### config.mk
export PLATFORM = sky130hd
export DESIGN_NAME = sdr_rd_sched
export DESIGN_NICKNAME = d
export VERILOG_FILES = /design/src/rtl/sdr_rd_pkg.sv /design/src/rtl/sdr_rd_issue.sv /design/src/rtl/sdr_rd_pipe.sv /design/src/rtl/sdr_rd_sched.sv
export SDC_FILE = /design/constraint.sdc
export NUM_CORES = 1
export LEC_CHECK = 0
export BUFFER_PORTS_ARGS = -buffer_cell sky130_fd_sc_hd__buf_2
export CAP_MARGIN = 10
export CORE_UTILIZATION = 45
export CTS_CLUSTER_SIZE = 14
export DETAILED_ROUTE_END_ITERATION = 12
export PLACE_DENSITY_LB_ADDON = 0.25
export SYNTH_ARGS = -nofsm -noshare
export SYNTH_HDL_FRONTEND = slang
export SYNTH_SLANG_ARGS = --single-unit
### constraint.sdc
create_clock -name clk -period 1 [get_ports clk]
set_input_delay 0.1 -clock clk [delete_from_list [all_inputs] [get_ports clk]]
set_output_delay 0.1 -clock clk [all_outputs]
set_load 0.01 [all_outputs]
### src/rtl/sdr_rd_pkg.sv
package sdr_rd_pkg;

  // Command encodings on {ras_n, cas_n, we_n}
  localparam logic [2:0] SD_CMD_READ = 3'b101;
  localparam logic [2:0] SD_CMD_NOP  = 3'b111;

endpackage

### src/rtl/sdr_rd_issue.sv
module sdr_rd_issue
  import sdr_rd_pkg::*;
#(
  parameter int BANK_W    = 2,
  parameter int COL_W     = 8,
  parameter int TAG_W     = 4,
  parameter int BURST_LEN = 4,
  parameter int IDX_W     = $clog2(BURST_LEN)
) (
  input  logic              clk,
  input  logic              rst_n,
  input  logic              req_valid,
  output logic              req_ready,
  input  logic [BANK_W-1:0] req_bank,
  input  logic [COL_W-1:0]  req_col,
  input  logic [TAG_W-1:0]  req_tag,
  output logic              fire,
  output logic              gen_v,
  output logic [IDX_W-1:0]  gen_idx,
  output logic [TAG_W-1:0]  gen_tag,
  output logic [2:0]        sd_cmd,
  output logic [BANK_W-1:0] sd_ba,
  output logic [COL_W-1:0]  sd_addr
);

  localparam logic [IDX_W-1:0] IDX_LAST = IDX_W'(BURST_LEN - 1);

  // burst word generator: one entry per word, advances every cycle
  logic             gen_v_q,   gen_v_d;
  logic [IDX_W-1:0] gen_idx_q, gen_idx_d;
  logic [TAG_W-1:0] gen_tag_q;
  logic             gen_tag_en;

  logic [2:0]        cmd_q, cmd_d;
  logic [BANK_W-1:0] ba_q;
  logic [COL_W-1:0]  addr_q;
  logic              addr_en;

  // next-state logic
  always_comb begin
    // a new READ is legal when no word is pending or the final word leaves now
    req_ready  = !gen_v_q || (gen_idx_q == IDX_LAST);
    fire       = req_valid && req_ready;

    gen_v_d    = gen_v_q;
    gen_idx_d  = gen_idx_q;
    gen_tag_en = 1'b0;
    if (fire) begin
      gen_v_d    = 1'b1;
      gen_idx_d  = '0;
      gen_tag_en = 1'b1;
    end else if (gen_v_q) begin
      if (gen_idx_q == IDX_LAST) begin
        gen_v_d   = 1'b0;
        gen_idx_d = '0;
      end else begin
        gen_idx_d = gen_idx_q + IDX_W'(1);
      end
    end

    cmd_d   = fire ? SD_CMD_READ : SD_CMD_NOP;
    addr_en = fire;
  end

  // registers with reset
  always_ff @(posedge clk or negedge rst_n) begin
    if (!rst_n) begin
      gen_v_q   <= 1'b0;
      gen_idx_q <= '0;
      cmd_q     <= SD_CMD_NOP;
    end else begin
      gen_v_q   <= gen_v_d;
      gen_idx_q <= gen_idx_d;
      cmd_q     <= cmd_d;
    end
  end

  // data registers, enable only
  always_ff @(posedge clk) begin
    if (gen_tag_en) gen_tag_q <= req_tag;
    if (addr_en) begin
      ba_q   <= req_bank;
      addr_q <= req_col;
    end
  end

  assign gen_v   = gen_v_q;
  assign gen_idx = gen_idx_q;
  assign gen_tag = gen_tag_q;
  assign sd_cmd  = cmd_q;
  assign sd_ba   = ba_q;
  assign sd_addr = addr_q;

  // while the READ is on the bus, no further request may be taken
  assert_ready_gap_R3: assert property (@(posedge clk) disable iff (!rst_n)
    (cmd_q == SD_CMD_READ) |-> !req_ready);

  // a READ occupies the bus for a single cycle
  assert_read_single_R2: assert property (@(posedge clk) disable iff (!rst_n)
    (cmd_q == SD_CMD_READ) |=> (cmd_q == SD_CMD_NOP));

endmodule

### src/rtl/sdr_rd_pipe.sv
module sdr_rd_pipe #(
  parameter int DATA_W    = 16,
  parameter int TAG_W     = 4,
  parameter int BURST_LEN = 4,
  parameter int MAX_CL    = 3,
  parameter int IDX_W     = $clog2(BURST_LEN),
  parameter int CL_W      = $clog2(MAX_CL + 1)
) (
  input  logic              clk,
  input  logic              rst_n,
  input  logic [CL_W-1:0]   cfg_cas_lat,
  input  logic              fire,
  input  logic              in_v,
  input  logic [IDX_W-1:0]  in_idx,
  input  logic [TAG_W-1:0]  in_tag,
  input  logic [DATA_W-1:0] dq_in,
  output logic              rsp_valid,
  output logic [DATA_W-1:0] rsp_data,
  output logic [TAG_W-1:0]  rsp_tag,
  output logic [IDX_W-1:0]  rsp_idx,
  output logic              rsp_last,
  output logic              dqm
);

  localparam logic [IDX_W-1:0] IDX_LAST = IDX_W'(BURST_LEN - 1);

  // word-tag shift register, one stage per cycle of latency
  logic [MAX_CL-1:0] st_v, st_v_d;
  logic [IDX_W-1:0]  st_idx   [MAX_CL];
  logic [IDX_W-1:0]  st_idx_d [MAX_CL];
  logic [TAG_W-1:0]  st_tag   [MAX_CL];
  logic [TAG_W-1:0]  st_tag_d [MAX_CL];

  logic [CL_W-1:0] cl_q, cl_d, cfg_cl;
  logic [CL_W-1:0] tap;
  logic            busy;
  logic            cap_v;
  logic            dqm_q, dqm_d;

  logic              rsp_v_q, rsp_v_d;
  logic              rsp_last_q, rsp_last_d;
  logic [DATA_W-1:0] rsp_data_q;
  logic [TAG_W-1:0]  rsp_tag_q;
  logic [IDX_W-1:0]  rsp_idx_q;

  always_comb begin
    st_v_d[0]   = in_v;
    st_idx_d[0] = in_idx;
    st_tag_d[0] = in_tag;
    for (int i = 1; i < MAX_CL; i++) begin
      st_v_d[i]   = st_v[i-1];
      st_idx_d[i] = st_idx[i-1];
      st_tag_d[i] = st_tag[i-1];
    end
  end

  generate
    for (genvar g = 0; g < MAX_CL; g++) begin : g_stage
      always_ff @(posedge clk or negedge rst_n) begin
        if (!rst_n) st_v[g] <= 1'b0;
        else        st_v[g] <= st_v_d[g];
      end
      always_ff @(posedge clk) begin
        if (st_v_d[g]) begin
          st_idx[g] <= st_idx_d[g];
          st_tag[g] <= st_tag_d[g];
        end
      end
    end
  endgenerate

  // latency selection: taken only when nothing is outstanding
  always_comb begin
    if (cfg_cas_lat == '0)                 cfg_cl = CL_W'(1);
    else if (int'(cfg_cas_lat) > MAX_CL)   cfg_cl = CL_W'(MAX_CL);
    else                                   cfg_cl = cfg_cas_lat;

    busy  = fire || in_v || (|st_v);
    cl_d  = busy ? cl_q : cfg_cl;
    dqm_d = !busy;

    tap   = cl_q - CL_W'(1);
    cap_v = st_v[tap];

    rsp_v_d    = cap_v;
    rsp_last_d = cap_v && (st_idx[tap] == IDX_LAST);
  end

  always_ff @(posedge clk or negedge rst_n) begin
    if (!rst_n) begin
      cl_q       <= CL_W'(MAX_CL);
      dqm_q      <= 1'b1;
      rsp_v_q    <= 1'b0;
      rsp_last_q <= 1'b0;
    end else begin
      cl_q       <= cl_d;
      dqm_q      <= dqm_d;
      rsp_v_q    <= rsp_v_d;
      rsp_last_q <= rsp_last_d;
    end
  end

  always_ff @(posedge clk) begin
    if (cap_v) begin
      rsp_data_q <= dq_in;
      rsp_tag_q  <= st_tag[tap];
      rsp_idx_q  <= st_idx[tap];
    end
  end

  assign rsp_valid = rsp_v_q;
  assign rsp_data  = rsp_data_q;
  assign rsp_tag   = rsp_tag_q;
  assign rsp_idx   = rsp_idx_q;
  assign rsp_last  = rsp_last_q;
  assign dqm       = dqm_q;

  // mask is low whenever a word is about to be sampled
  assert_dqm_low_R9: assert property (@(posedge clk) disable iff (!rst_n)
    cap_v |-> !dqm_q);

  // latency cannot move while words are in the shift register
  assert_cl_hold_R10: assert property (@(posedge clk) disable iff (!rst_n)
    (|st_v) |-> $stable(cl_q));

  // word indices enter the pipeline in order
  assert_idx_order_R7: assert property (@(posedge clk) disable iff (!rst_n)
    (st_v[0] && (st_idx[0] != '0)) |->
      ($past(st_v[0]) && (st_idx[0] == $past(st_idx[0]) + IDX_W'(1))));

  // a new burst enters only after the previous one's final word
  assert_burst_follow_R3: assert property (@(posedge clk) disable iff (!rst_n)
    (st_v[0] && (st_idx[0] == '0)) |->
      (!$past(st_v[0]) || ($past(st_idx[0]) == IDX_LAST)));

endmodule

### src/rtl/sdr_rd_sched.sv
module sdr_rd_sched
  import sdr_rd_pkg::*;
#(
  parameter int BANK_W    = 2,
  parameter int COL_W     = 8,
  parameter int DATA_W    = 16,
  parameter int TAG_W     = 4,
  parameter int BURST_LEN = 4,
  parameter int MAX_CL    = 3,
  parameter int IDX_W     = $clog2(BURST_LEN),
  parameter int CL_W      = $clog2(MAX_CL + 1)
) (
  input  logic              clk,
  input  logic              rst_n,
  input  logic [CL_W-1:0]   cfg_cas_lat,
  input  logic              req_valid,
  output logic              req_ready,
  input  logic [BANK_W-1:0] req_bank,
  input  logic [COL_W-1:0]  req_col,
  input  logic [TAG_W-1:0]  req_tag,
  output logic [2:0]        sd_cmd,
  output logic [BANK_W-1:0] sd_ba,
  output logic [COL_W-1:0]  sd_addr,
  output logic              sd_dqm,
  input  logic [DATA_W-1:0] sd_dq_in,
  output logic              rsp_valid,
  output logic [DATA_W-1:0] rsp_data,
  output logic [TAG_W-1:0]  rsp_tag,
  output logic [IDX_W-1:0]  rsp_idx,
  output logic              rsp_last
);

  // reset: asserted asynchronously, released on the clock
  logic rst_meta_q, rst_sync_q;
  always_ff @(posedge clk or negedge rst_n) begin
    if (!rst_n) begin
      rst_meta_q <= 1'b0;
      rst_sync_q <= 1'b0;
    end else begin
      rst_meta_q <= 1'b1;
      rst_sync_q <= rst_meta_q;
    end
  end

  logic             fire;
  logic             gen_v;
  logic [IDX_W-1:0] gen_idx;
  logic [TAG_W-1:0] gen_tag;

  sdr_rd_issue #(
    .BANK_W(BANK_W), .COL_W(COL_W), .TAG_W(TAG_W),
    .BURST_LEN(BURST_LEN), .IDX_W(IDX_W)
  ) u_issue (
    .clk(clk), .rst_n(rst_sync_q),
    .req_valid(req_valid), .req_ready(req_ready),
    .req_bank(req_bank), .req_col(req_col), .req_tag(req_tag),
    .fire(fire), .gen_v(gen_v), .gen_idx(gen_idx), .gen_tag(gen_tag),
    .sd_cmd(sd_cmd), .sd_ba(sd_ba), .sd_addr(sd_addr)
  );

  sdr_rd_pipe #(
    .DATA_W(DATA_W), .TAG_W(TAG_W), .BURST_LEN(BURST_LEN),
    .MAX_CL(MAX_CL), .IDX_W(IDX_W), .CL_W(CL_W)
  ) u_pipe (
    .clk(clk), .rst_n(rst_sync_q), .cfg_cas_lat(cfg_cas_lat),
    .fire(fire), .in_v(gen_v), .in_idx(gen_idx), .in_tag(gen_tag),
    .dq_in(sd_dq_in),
    .rsp_valid(rsp_valid), .rsp_data(rsp_data), .rsp_tag(rsp_tag),
    .rsp_idx(rsp_idx), .rsp_last(rsp_last), .dqm(sd_dqm)
  );

  // the mask is already low while a READ is on the bus
  assert_cmd_dqm_R9: assert property (@(posedge clk) disable iff (!rst_sync_q)
    (sd_cmd == SD_CMD_READ) |-> !sd_dqm);

  // the last flag is only ever raised on a presented word
  assert_last_valid_R7: assert property (@(posedge clk) disable iff (!rst_sync_q)
    rsp_last |-> rsp_valid);

endmodule

== Word-level counts from Yosys, hierarchy flattened ==
Memories as Yosys holds them, arrays and structs flattened. A register that Yosys moved wholly into a read port is not among the register bits.
Cells that the tools add are included.

* Register bits: 48
* Bits in latches: 0
* RAM bits: 18
* Memory bits (read-only): 0
* Input port bits: 35
* Output and inout port bits: 39
* Word-level logic and storage cells: 51
* Memories: 2

{| class="wikitable"
|+ Memories
! memory !! depth !! width !! read ports !! clocked after Yosys merged registers in !! write ports !! line !! text
|-
| u_pipe.st_tag || 3 || 4 || 3 || 1 || 3 || sdr_rd_pipe.sv:31 || <nowiki>logic [TAG_W-1:0] st_tag [MAX_CL];</nowiki>
|-
| u_pipe.st_idx || 3 || 2 || 3 || 0 || 3 || sdr_rd_pipe.sv:29 || <nowiki>logic [IDX_W-1:0] st_idx [MAX_CL];</nowiki>
|}

* $add $sub $neg: 2
* $mul: 0
* Divide/modulo/power cells: 0
* Order comparisons: 1
* Eq/ne operators: 2
* Shifts and indexed selects: 0
* Mux-type cells: 17
* Bitwise logic cells: 0
* Reduce and logical (&&, ||, !) cells: 10

{| class="wikitable"
|+ Operator list
! operator !! count
|-
| 1-bit two-way mux || 11
|-
| 2-bit two-way mux || 5
|-
| 2-bit == test (second input constant) || 2
|-
| 1-bit logical OR || 3
|-
| 2-bit by 3-bit < comparator with 1-bit output (second input constant) || 1
|-
| 3-bit OR reduction || 1
|-
| 2-bit by 1-bit adder with 2-bit output (second input constant) || 1
|-
| 1-bit binary-select mux with 2-bit select || 1
|-
| 1-bit logical AND || 2
|-
| 1-bit logical NOT || 2
|-
| 2-bit logical NOT || 1
|-
| 2-bit nonzero test || 1
|-
| 2-bit by 1-bit subtractor with 2-bit output (second input constant) || 1
|}

== Depth between registers and ports, before layout ==
Gate-level depths: netlist of the first run.

* Depth after elaboration: 6
* Gate-level depth with buffers: 5
* Mapped depth without buffers: 4

== Cells and area by module ==
A second synthesis of the first run with hierarchy kept.

* Cell total of the unflattened synthesis: 117
* Area, all modules: 2359.8 µm²

{| class="wikitable"
|+ By module, submodules not included
! module !! times used !! cells each !! area each (µm²) !! seq. area each (µm²)
|-
| sdr_rd_pipe || 1 || 83 || 1695.4 || 1405.1
|-
| sdr_rd_issue || 1 || 31 || 610.6 || 521.8
|-
| sdr_rd_sched || 1 || 3 || 53.8 || 50.0
|}

== Worst setup path after synthesis of the first run ==
OpenSTA, ideal clock, no wires.

* Kind: register to register
* From: register u_pipe.cl_q[1]
* To: register u_pipe.rsp_data_q[0] (netlist: u_pipe.rsp_data[0]), enable pin
* Library setup time: 0.413 ns
* Data arrival time: 2.018 ns
* Required time: 0.587 ns
* Path slack: -1.431 ns
* Cell stages (with the launch flop): 5
* Path buffers: 2
* Clock period less this slack: 2.431 ns
* Cells stage by stage: dfstp_2 -> buf_6 -> buf_6 -> nand2_1 -> mux2i_1

* Longest elaborated chain between the ends: 3

{| class="wikitable"
|+ Ends and longest elaborated chain
! what !! line !! text
|-
| start, declared || sdr_rd_pipe.sv:34 || <nowiki>logic [CL_W-1:0] cl_q, cl_d, cfg_cl;</nowiki>
|-
| start signal, assigned || sdr_rd_pipe.sv:91 || <nowiki>cl_q <= CL_W'(MAX_CL);</nowiki>
|-
| start signal, assigned || sdr_rd_pipe.sv:96 || <nowiki>cl_q <= cl_d;</nowiki>
|-
| 2-bit by 1-bit subtractor with 2-bit output || sdr_rd_pipe.sv:82 || <nowiki>tap = cl_q - CL_W'(1);</nowiki>
|-
| 1-bit binary-select mux with 2-bit select || sdr_rd_pipe.sv:83 || <nowiki>cap_v = st_v[tap];</nowiki>
|-
| 1-bit two-way mux (not written as such) || sdr_rd_pipe.sv:83 ||
|-
| net u_pipe.cap_v || sdr_rd_pipe.sv:37 || <nowiki>logic cap_v;</nowiki>
|-
| end signal, assigned || sdr_rd_pipe.sv:105 || <nowiki>rsp_data_q <= dq_in;</nowiki>
|-
| end, declared || sdr_rd_pipe.sv:42 || <nowiki>logic [DATA_W-1:0] rsp_data_q;</nowiki>
|}

The timed path passes the listed nets, and every way through them passes these cells. The select of a mux whose other input is x is not followed.
A chain may end at the register's enable or synchronous reset.

== Final worst setup path of the first run ==
* From: register u_issue.gen_idx_q[0] (netlist: u_issue.gen_idx[0])
* To: register u_issue.gen_tag_q[2] (netlist: u_issue.gen_tag[2]), enable pin

* Longest elaborated chain between the ends: 4

{| class="wikitable"
|+ Ends and longest elaborated chain
! what !! line !! text
|-
| start, declared || sdr_rd_issue.sv:30 || <nowiki>logic [IDX_W-1:0] gen_idx_q, gen_idx_d;</nowiki>
|-
| start signal, assigned || sdr_rd_issue.sv:73 || <nowiki>gen_idx_q <= gen_idx_d;</nowiki>
|-
| 2-bit == test || sdr_rd_issue.sv:42 || <nowiki>req_ready = !gen_v_q || (gen_idx_q == IDX_LAST);</nowiki>
|-
| 1-bit logical OR || sdr_rd_issue.sv:42 ||
|-
| 1-bit logical AND || sdr_rd_issue.sv:43 || <nowiki>fire = req_valid && req_ready;</nowiki>
|-
| net fire || sdr_rd_sched.sv:45 || <nowiki>logic fire;</nowiki>
|-
| 1-bit two-way mux || sdr_rd_issue.sv:48 || <nowiki>if (fire) begin</nowiki>
|-
| end signal, assigned || sdr_rd_issue.sv:80 || <nowiki>if (gen_tag_en) gen_tag_q <= req_tag;</nowiki>
|-
| end, declared || sdr_rd_issue.sv:31 || <nowiki>logic [TAG_W-1:0] gen_tag_q;</nowiki>
|}

The timed path passes the listed nets, and every way through them passes these cells.

==> flow_summary.json, run 1 <==
{
  "ant_nets": 0,
  "worst_ir_drop_vdd_mv": 1.64,
  "initial_core_util": 0.480,
  "clk-insertion-delay-late_ns": 0.34,
  "holdWs_ns": 0.0760,
  "grt_pass1_vias": 1568,
  "dp.cells": 261,
  "cp_max_fo": 14,
  "finalCritPeriodShare": 1.58,
  "grt_max_degree": 24,
  "clk_pin_slew_ns": 0.07,
  "routed_wl_mm": 5.05,
  "coreArea_um2": 4880,
  "pre_cts_ws_ns": -0.512,
  "synth_area_um2": 2340,
  "cts_made_buffers": 9,
  "max_freq_mhz": 631,
  "synthTopCellsByCount": "edfxtp_1, mux2i_1, dfrtp_1",
  "post_dp_cell_area_um2": 2890,
  "clock_sink_count": 68,
  "fin_tns_setup_ns": -22.56,
  "fin_crit_ns": 1.58,
  "rows": 25,
  "total_power_mw": 9.52,
  "ys_ff_latch": 68,
  "worstSetupPathType": "reg2reg",
  "outcome": "finished, violations left",
  "synth-main-ff-cell": "edfxtp_1",
  "yosysWarnings": 0,
  "rrSetupSlack_ns": -0.58,
  "portBuffers": 71,
  "fin_util": 0.755,
  "cap_viol_max_count": 0,
  "final_cell_count_no_fill": 319,
  "synth-seq-area-share": 0.844,
  "finalClockSkew_ns": 0.00866,
  "routabilityCongestion": 0.755,
  "grt.overflow.total": 0,
  "ys_top_cells_by_area": "edfxtp_1, dfrtp_1, mux2i_1",
  "routed_via_density": 4.65,
  "fillers": 290,
  "dr_total_vias": 1484,
  "finalHoldViolations": 0,
  "avgSynthCellArea_um2": 20.6,
  "critPathCaptureType": "register",
  "fin_ws_ns": -0.584,
  "synth_top_cell_by_area": "edfxtp_1",
  "required_ns": 1.11,
  "failed_checks": "negative setup slack",
  "setup_viol": 56,
  "die_h_um": 74.2,
  "cp-start-kind": "register",
  "crit_arrival_ns": 1.69,
  "nets": 283,
  "die_area_um2": 5500,
  "die_w_um": 74.2,
  "cts-root-buf": "clkbuf_8",
  "drive_gt1_frac": 0.532,
  "track_usage": 0.191,
  "htreeDepth": 3,
  "synth_top_area_frac": 0.692,
  "grt_first_pass_wirelength_mm": 7.19,
  "synth_cell_type_count": 22,
  "wire_per_inst_um": 15.8,
  "syn_to_final_growth_pct": 57.2,
  "hold_path.class": "in2async",
  "drt_iter0_drc": 59,
  "dr.pass1.iters": 4,
  "synth_edf_count": 54,
  "powerDensity_nw_per_um2": 2580,
  "drcViolationCount": 0,
  "async_reset_ff_frac": 0.206,
  "cts_max_path_buffers": 2,
  "leakage_nw": 1.51,
  "ioPinCount": 74,
  "antennaDiodeCount": 0,
  "slew_viol_final": 0,
  "syn_inst": 114,
  "hpwlAfterDp_mm": 2.74,
  "antenna_found_initial": 0,
  "synth.most_common_cell": "edfxtp_1",
  "fin_area_um2": 3680,
  "cts_tree": "built",
  "rsz0062_at_grt": "yes"
}
[report_power, final]
group,internal [mW],switching [mW]
clock network,1.67,1.09
registers,4.10,0.441
logic,1.19,1.03
total,6.96,2.55
[critical path: stages, from the launching register on]
cell and delay [ns]:
dfrtp_1 0.44, ha_4 0.20, or2b_4 0.26, buf_6 0.12
nand2_4 0.08, clkinvlp_4 0.10, buf_12 0.15
[layout by cell type (no fill, tap or decap), drive strengths merged]
cell,synthesis,layout
nor4b,1,1
conb,1,3
a32o,1,1
nor2b,4,4
mux2i,12,12
a211oi,4,4
clkbuf,0,9
buf,5,93
dfstp,4,4
bufinv,0,3
a21oi,4,4
edfxtp,54,54
mux2,2,2
inv,1,2
dfrtp,10,10
ha,1,1
or2b,1,1
nor2,1,1
and3,1,1
nand2,4,4
dlygate4sd3,0,32
clkinvlp,0,3
nand2b,2,2
o21ai,1,1
[what timing repair did]
item	CTS	global route
cloned	1	0
endpoints found under the setup margin	54	63
setup buffers	8	3
hold endpoints to repair	33	0
pin swaps	9	4
resized for setup	17	8
hold buffers	32	0
[routing by layer]
| metal | track usage | share of wire | vias to the layer above |
|---|---|---|---|
| met4 | 0.107 | 0.018 | 0 |
| met1 | 0.186 | 0.39 | 713 |
| met2 | 0.359 | 0.54 | 64 |
| li1 | - | - | 695 |
| met5 | 0 | 0 | - |
| met3 | 0.0528 | 0.051 | 12 |
[state kept, by name (all words and copies together) (netlist names), 2 cells and up]
name             flops
u_pipe.rsp_data     16
u_pipe.st_tag       12
u_issue.sd_addr      8
u_pipe.st_idx        6
u_issue.gen_tag      4
u_pipe.rsp_tag       4
u_pipe.st_v          3
u_issue.gen_idx      2
u_issue.sd_ba        2
u_pipe.cl_q          2
u_pipe.rsp_idx       2
[cells by family after synthesis]
| kind of cell | Yosys count | share of synthesized area |
|---|---|---|
| other | 1 | 0.00160 |
| AOI/OAI and AO/OA | 10 | 0.0278 |
| muxes | 14 | 0.0609 |
| buffers and inverters | 6 | 0.0197 |
| and+or+nand+nor | 14 | 0.0411 |
| adders and majority gates | 1 | 0.00534 |
| DFF | 68 | 0.844 |
[cell type report]
cell class / count / area, um2 / area share
Multi-Input combinational cell: 42 / 419 / 0.114
Tap cell: 67 / 83.8 / 0.0228
Inverter: 1 / 7.51 / 0.00204
Timing Repair Buffer: 125 / 948 / 0.257
Sequential cell: 68 / 1980 / 0.537
Clock inverter: 7 / 123 / 0.0333
Clock buffer: 9 / 124 / 0.0336
[worst paths after layout]
kind	end	depth (start not counted)	startpoint
max reg2reg	u_issue.gen_tag[2]	6	u_issue.gen_idx[0]
min in group clk	u_pipe.cl_q[0]	3	cfg_cas_lat[0]
max	u_issue.gen_tag[2]	6	u_issue.gen_idx[0]
max in group asynchronous	u_pipe.st_v[1]	0	rst_sync_q
min reg2reg	u_issue.gen_idx[1]	0	rst_sync_q
min	rst_meta_q	2	rst_n
No activity file was read; power rests on OpenSTA's default activity.
==> run 2: changes to the inputs <==
--- a/config.mk
+++ b/config.mk
@@ -11,6 +11,7 @@
 export CTS_CLUSTER_SIZE = 14
 export DETAILED_ROUTE_END_ITERATION = 12
 export PLACE_DENSITY_LB_ADDON = 0.25
+export SKIP_LAST_GASP = 1
 export SYNTH_ARGS = -nofsm -noshare
 export SYNTH_HDL_FRONTEND = slang
 export SYNTH_SLANG_ARGS = --single-unit
==> run 2 against run 1 <==
The flow still finishes with violations (negative setup slack). Count of clock-buffer cells in the layout unchanged. Power increased by 1.2%. Register-to-register slack about the same. Final cell count increased by 0.94%. Via count increased by 1.1%. First-iteration DRC count increased by 12%. Combinational power increased by 5%. Die area unchanged. Fmax about the same. Highest routed layer unchanged.
==> flow_summary.json, run 2 (same netlist as run 1, synthesis figures left out) <==
{
  "outcome": "finished, violations left",
  "failed_checks": "negative setup slack",
  "cts_made_buffers": 9,
  "cap_viol_max_count": 0,
  "drcViolationCount": 0,
  "finalHoldViolations": 0,
  "reg2reg_from": "u_issue.gen_idx[0]",
  "layout_common_cells": "buf_2, edfxtp_1, dlygate4sd3_1",
  "dr.pass1.iters": 4,
  "rrSetupSlack_ns": -0.58,
  "largest_register_ffs": 16,
  "die_w_um": 74.2,
  "cts_max_path_buffers": 2,
  "setup_viol": 57,
  "dr_total_vias": 1501,
  "routed_wl_mm": 5.33,
  "finalCritPeriodShare": 1.58,
  "grt.overflow.total": 0,
  "required_ns": 1.11,
  "rsz0062_at_grt": "yes",
  "die_area_um2": 5500,
  "antenna_found_initial": 0,
  "cp-start-kind": "register",
  "crit_arrival_ns": 1.69,
  "leakage_nw": 1.54,
  "antennaDiodeCount": 0,
  "cts_tree": "built",
  "coreArea_um2": 4880,
  "syn_to_final_growth_pct": 58.8,
  "grt_first_pass_wirelength_mm": 7.19,
  "relSlewSlack": 0.663,
  "portBuffers": 71,
  "fin_util": 0.763,
  "hpwlAfterDp_mm": 2.74,
  "die_h_um": 74.2,
  "dp.cells": 261,
  "grt_max_degree": 24,
  "pre_cts_ws_ns": -0.512,
  "fin_tns_setup_ns": -24.24,
  "htreeDepth": 3,
  "fin_ws_ns": -0.584,
  "track_usage": 0.191,
  "max_freq_mhz": 631,
  "r2r-end": "u_issue.gen_tag[2]",
  "ioPinCount": 74,
  "routed_via_density": 4.66,
  "cp_max_fo": 14,
  "cts-root-buf": "clkbuf_8",
  "initial_core_util": 0.480,
  "clock_sink_count": 68,
  "routabilityCongestion": 0.755,
  "holdWs_ns": 0.0738,
  "post_dp_cell_area_um2": 2890,
  "slew_viol_final": 0,
  "worstSetupPathType": "reg2reg",
  "drive_gt1_frac": 0.533,
  "tightest_slew_ns": 0.505,
  "final_cell_count_no_fill": 322,
  "worst_ir_drop_vdd_mv": 1.64,
  "ant_nets": 0,
  "finalClockSkew_ns": 0.00898,
  "drt_iter0_drc": 66,
  "final_common_cell": "buf_2",
  "powerDensity_nw_per_um2": 2590,
  "critPathCaptureType": "register",
  "hold_path.class": "in2async",
  "rows": 25,
  "clk-insertion-delay-late_ns": 0.35,
  "reg2reg_depth": 6,
  "fin_crit_ns": 1.58,
  "nets": 286,
  "total_power_mw": 9.63,
  "wire_per_inst_um": 16.6,
  "grt_pass1_vias": 1568,
  "fin_area_um2": 3720,
  "clk_pin_slew_ns": 0.07
}
## run 2: worst max path at each step
stage                             startpoint                 end  cells after the start  slack [ns]
final                     u_issue.gen_idx[0]  u_issue.gen_tag[2]                      6       -0.58
after floorplan               u_pipe.cl_q[1]  u_pipe.rsp_data[0]                      4       -0.73
after CTS                 u_issue.gen_idx[0]           req_ready                      4       -0.51
after global routing      u_issue.gen_idx[1]  u_issue.sd_addr[7]                      6       -0.62
after global placement    u_issue.gen_idx[1]  u_issue.sd_addr[0]                      4       -0.44
after detailed placement  u_issue.gen_idx[1]  u_issue.sd_addr[0]                      4       -0.51
## run 2: per-layer routing
layer / part of all wire / global-route usage
met5: 0 / 0
met4: 0.018 / 0.107
met3: 0.050 / 0.0528
met2: 0.56 / 0.359
met1: 0.38 / 0.186
## run 2: critical path, cell delays in order, from the launching register on
cell	delay [ns]
dfrtp_1	0.44
ha_4	0.20
or2b_4	0.26
buf_6	0.12
nand2_4	0.08
clkinvlp_4	0.10
buf_12	0.15
## run 2: layout make-up
class | count | area (um2)
multi-input combinational | 42 | 417
clock inverter | 7 | 123
sequential | 68 | 1980
tap | 67 | 83.8
timing repair buffer | 128 | 987
inverter | 1 | 7.51
clock buffer | 9 | 124
fill | 285 | 1160
## run 2: timing repair
action / 4_1_cts / 5_1_grt
pin swaps: 9 / 3
setup endpoints to repair: 54 / 63
cloned: 1 / 2
setup buffers: 8 / 5
hold endpoints to repair: 33 / 0
gates resized for setup: 16 / 10
hold buffers: 32 / 0
## run 2: report_power, final
part	switching, mW	internal, mW
clock	1.09	1.67
combinational	1.06	1.26
sequential	0.443	4.10
==> run 3: changes to the inputs <==
--- a/config.mk
+++ b/config.mk
@@ -7,10 +7,13 @@
 export LEC_CHECK = 0
 export BUFFER_PORTS_ARGS = -buffer_cell sky130_fd_sc_hd__buf_2
 export CAP_MARGIN = 10
-export CORE_UTILIZATION = 45
+export CELL_PAD_IN_SITES_DETAIL_PLACEMENT = 1
+export CELL_PAD_IN_SITES_GLOBAL_PLACEMENT = 1
+export CORE_UTILIZATION = 41
 export CTS_CLUSTER_SIZE = 14
 export DETAILED_ROUTE_END_ITERATION = 12
 export PLACE_DENSITY_LB_ADDON = 0.25
+export SETUP_SLACK_MARGIN = 0.02
 export SKIP_LAST_GASP = 1
 export SYNTH_ARGS = -nofsm -noshare
 export SYNTH_HDL_FRONTEND = slang
==> run 3 against run 2 <==
The flow still finishes with violations (negative setup slack). Critical path depth down 1. Register-to-register slack gained 0.05 ns. Hold slack worse by 0.056 ns. Wire length up 11%. Clock power is 28% lower. Global-route usage rose by 0.91 points. Critical endpoint is now u_pipe.rsp_data[6]. Highest routed layer unchanged.
==> flow_summary.json, run 3 (same netlist as run 1, synthesis figures left out) <==
{
  "outcome": "finished, violations left",
  "failed_checks": "negative setup slack",
  "max_stage_delay_ns": 0.60,
  "rsz0062_at_grt": "yes",
  "grt_first_pass_wirelength_mm": 8.68,
  "crit_arrival_ns": 1.59,
  "dp.cells": 268,
  "slew_viol_final": 0,
  "cp_max_fo": 12,
  "drcViolationCount": 0,
  "fin_ws_ns": -0.539,
  "dr_total_vias": 1527,
  "die_h_um": 77.6,
  "max_freq_mhz": 650,
  "reg2reg_from": "u_pipe.cl_q[1]",
  "finalCritPeriodShare": 1.54,
  "syn_to_final_growth_pct": 60.1,
  "routabilityCongestion": 0.704,
  "hpwlAfterDp_mm": 3.14,
  "hp-start": "cfg_cas_lat[1]",
  "path_cells": "buf_12 -> nand2_4 -> mux2i_4 -> buf_6 -> buf_16",
  "routed_via_density": 4.63,
  "finalClockSkew_ns": 0.00962,
  "slowest_stage": "dfstp_2",
  "worst_ir_drop_vdd_mv": 1.52,
  "die_area_um2": 6020,
  "layout_common_cells": "buf_2, edfxtp_1, dlygate4sd3_1",
  "setup_viol": 56,
  "wire_per_inst_um": 17.9,
  "required_ns": 1.05,
  "grt.overflow.total": 0,
  "reg2reg_depth": 5,
  "htreeDepth": 3,
  "leakage_nw": 1.54,
  "rows": 27,
  "dr.pass1.iters": 6,
  "register_area_um2": 1980,
  "die_w_um": 77.6,
  "fillers": 503,
  "fin_tns_setup_ns": -24.16,
  "final_common_cell": "buf_2",
  "cts_max_path_buffers": 2,
  "powerDensity_nw_per_um2": 2440,
  "fin_crit_ns": 1.54,
  "ant_nets": 0,
  "tightest_slew_ns": 0.506,
  "coreArea_um2": 5510,
  "clk-insertion-delay-late_ns": 0.33,
  "hold_depth": 2,
  "portBuffers": 71,
  "cts-root-buf": "clkbuf_8",
  "initial_core_util": 0.426,
  "final_cell_count_no_fill": 330,
  "relSlewSlack": 0.663,
  "nets": 289,
  "grt_max_degree": 15,
  "critPathCaptureType": "register",
  "grt_pass1_vias": 1715,
  "startpoint": "u_pipe.cl_q[1]",
  "drive_gt1_frac": 0.554,
  "total_power_mw": 9.16,
  "antennaDiodeCount": 0,
  "multi_input_area_um2": 454,
  "cap_viol_max_count": 0,
  "clock_sink_count": 68,
  "antenna_found_initial": 0,
  "rrSetupSlack_ns": -0.54,
  "cp-start-kind": "register",
  "finalHoldViolations": 0,
  "worstSetupPathType": "reg2reg",
  "fin_util": 0.681,
  "clk_pin_slew_ns": 0.07,
  "cts_made_buffers": 9,
  "cts_tree": "built",
  "largest_register_ffs": 16,
  "routed_wl_mm": 5.89,
  "hold_path.class": "in2reg",
  "track_usage": 0.200,
  "ioPinCount": 74,
  "holdWs_ns": 0.0177,
  "drt_iter0_drc": 85
}
==> run 3: cell count changes in the layout (fill, tap and decap cells not counted), sizes merged <==
cell         previous run  this run
dlygate4sd3            32        31
clkbuf                 10        15
inv                     2         0
clkinvlp                3         1
bufinv                  3         0
clkinv                  0         3
buf                    95        98
==> run 3: critical path: cells and delay by family (launching register included) <==
family	cells	cell delay (ns)
buf+inv	3	0.43
flops	1	0.60
mux	1	0.18
simple gates	1	0.05
==> run 3: per-layer routing <==
metal  share of wire  global-route usage
met1            0.37               0.220
met2            0.56               0.357
met3           0.053              0.0482
met4           0.021               0.102
met5               0                   0
==> run 3: power breakdown <==
part	switching (mW)	total [mW]	internal, mW	leakage [nW]
Combinational	1.12	2.55	1.43	0.768
Clock	0.979	2.00	1.02	0.0908
Sequential	0.500	4.61	4.11	0.683
==> run 3: final timing paths <==
kind / endpoint
worst max-delay path: u_pipe.rsp_data[6]
worst min-delay path: u_pipe.cl_q[1]
worst max register to register: u_pipe.rsp_data[6]
worst min register to register: u_pipe.rsp_valid
max in group asynchronous: u_pipe.st_v[1]
min in group asynchronous: rst_sync_q
==> run 3: cell type report <==
type,count,share of cell area
sequential,68,0.528
timing repair buffer,131,0.279
multi-input combinational,42,0.121
clock buffer,13,0.0424
tap,72,0.0240
clock inverter,3,0.00367
inverter,1,0.00200
==> run 3: through the flow <==
step                      area, um2  setup WS, ns
after floorplan                2400        -0.727
after global placement         2940        -0.452
after detailed placement       2940        -0.522
after CTS                      3600        -0.525
after global routing           3750        -0.570
final                          3750        -0.539
==> run 3: what timing repair did <==
action	in CTS	in global routing
hold endpoints to repair	32	0
pin swaps	4	7
gates resized for setup	16	21
cloned	2	2
endpoints found under the setup margin	54	73
buffers inserted	7	8
hold buffers	31	0
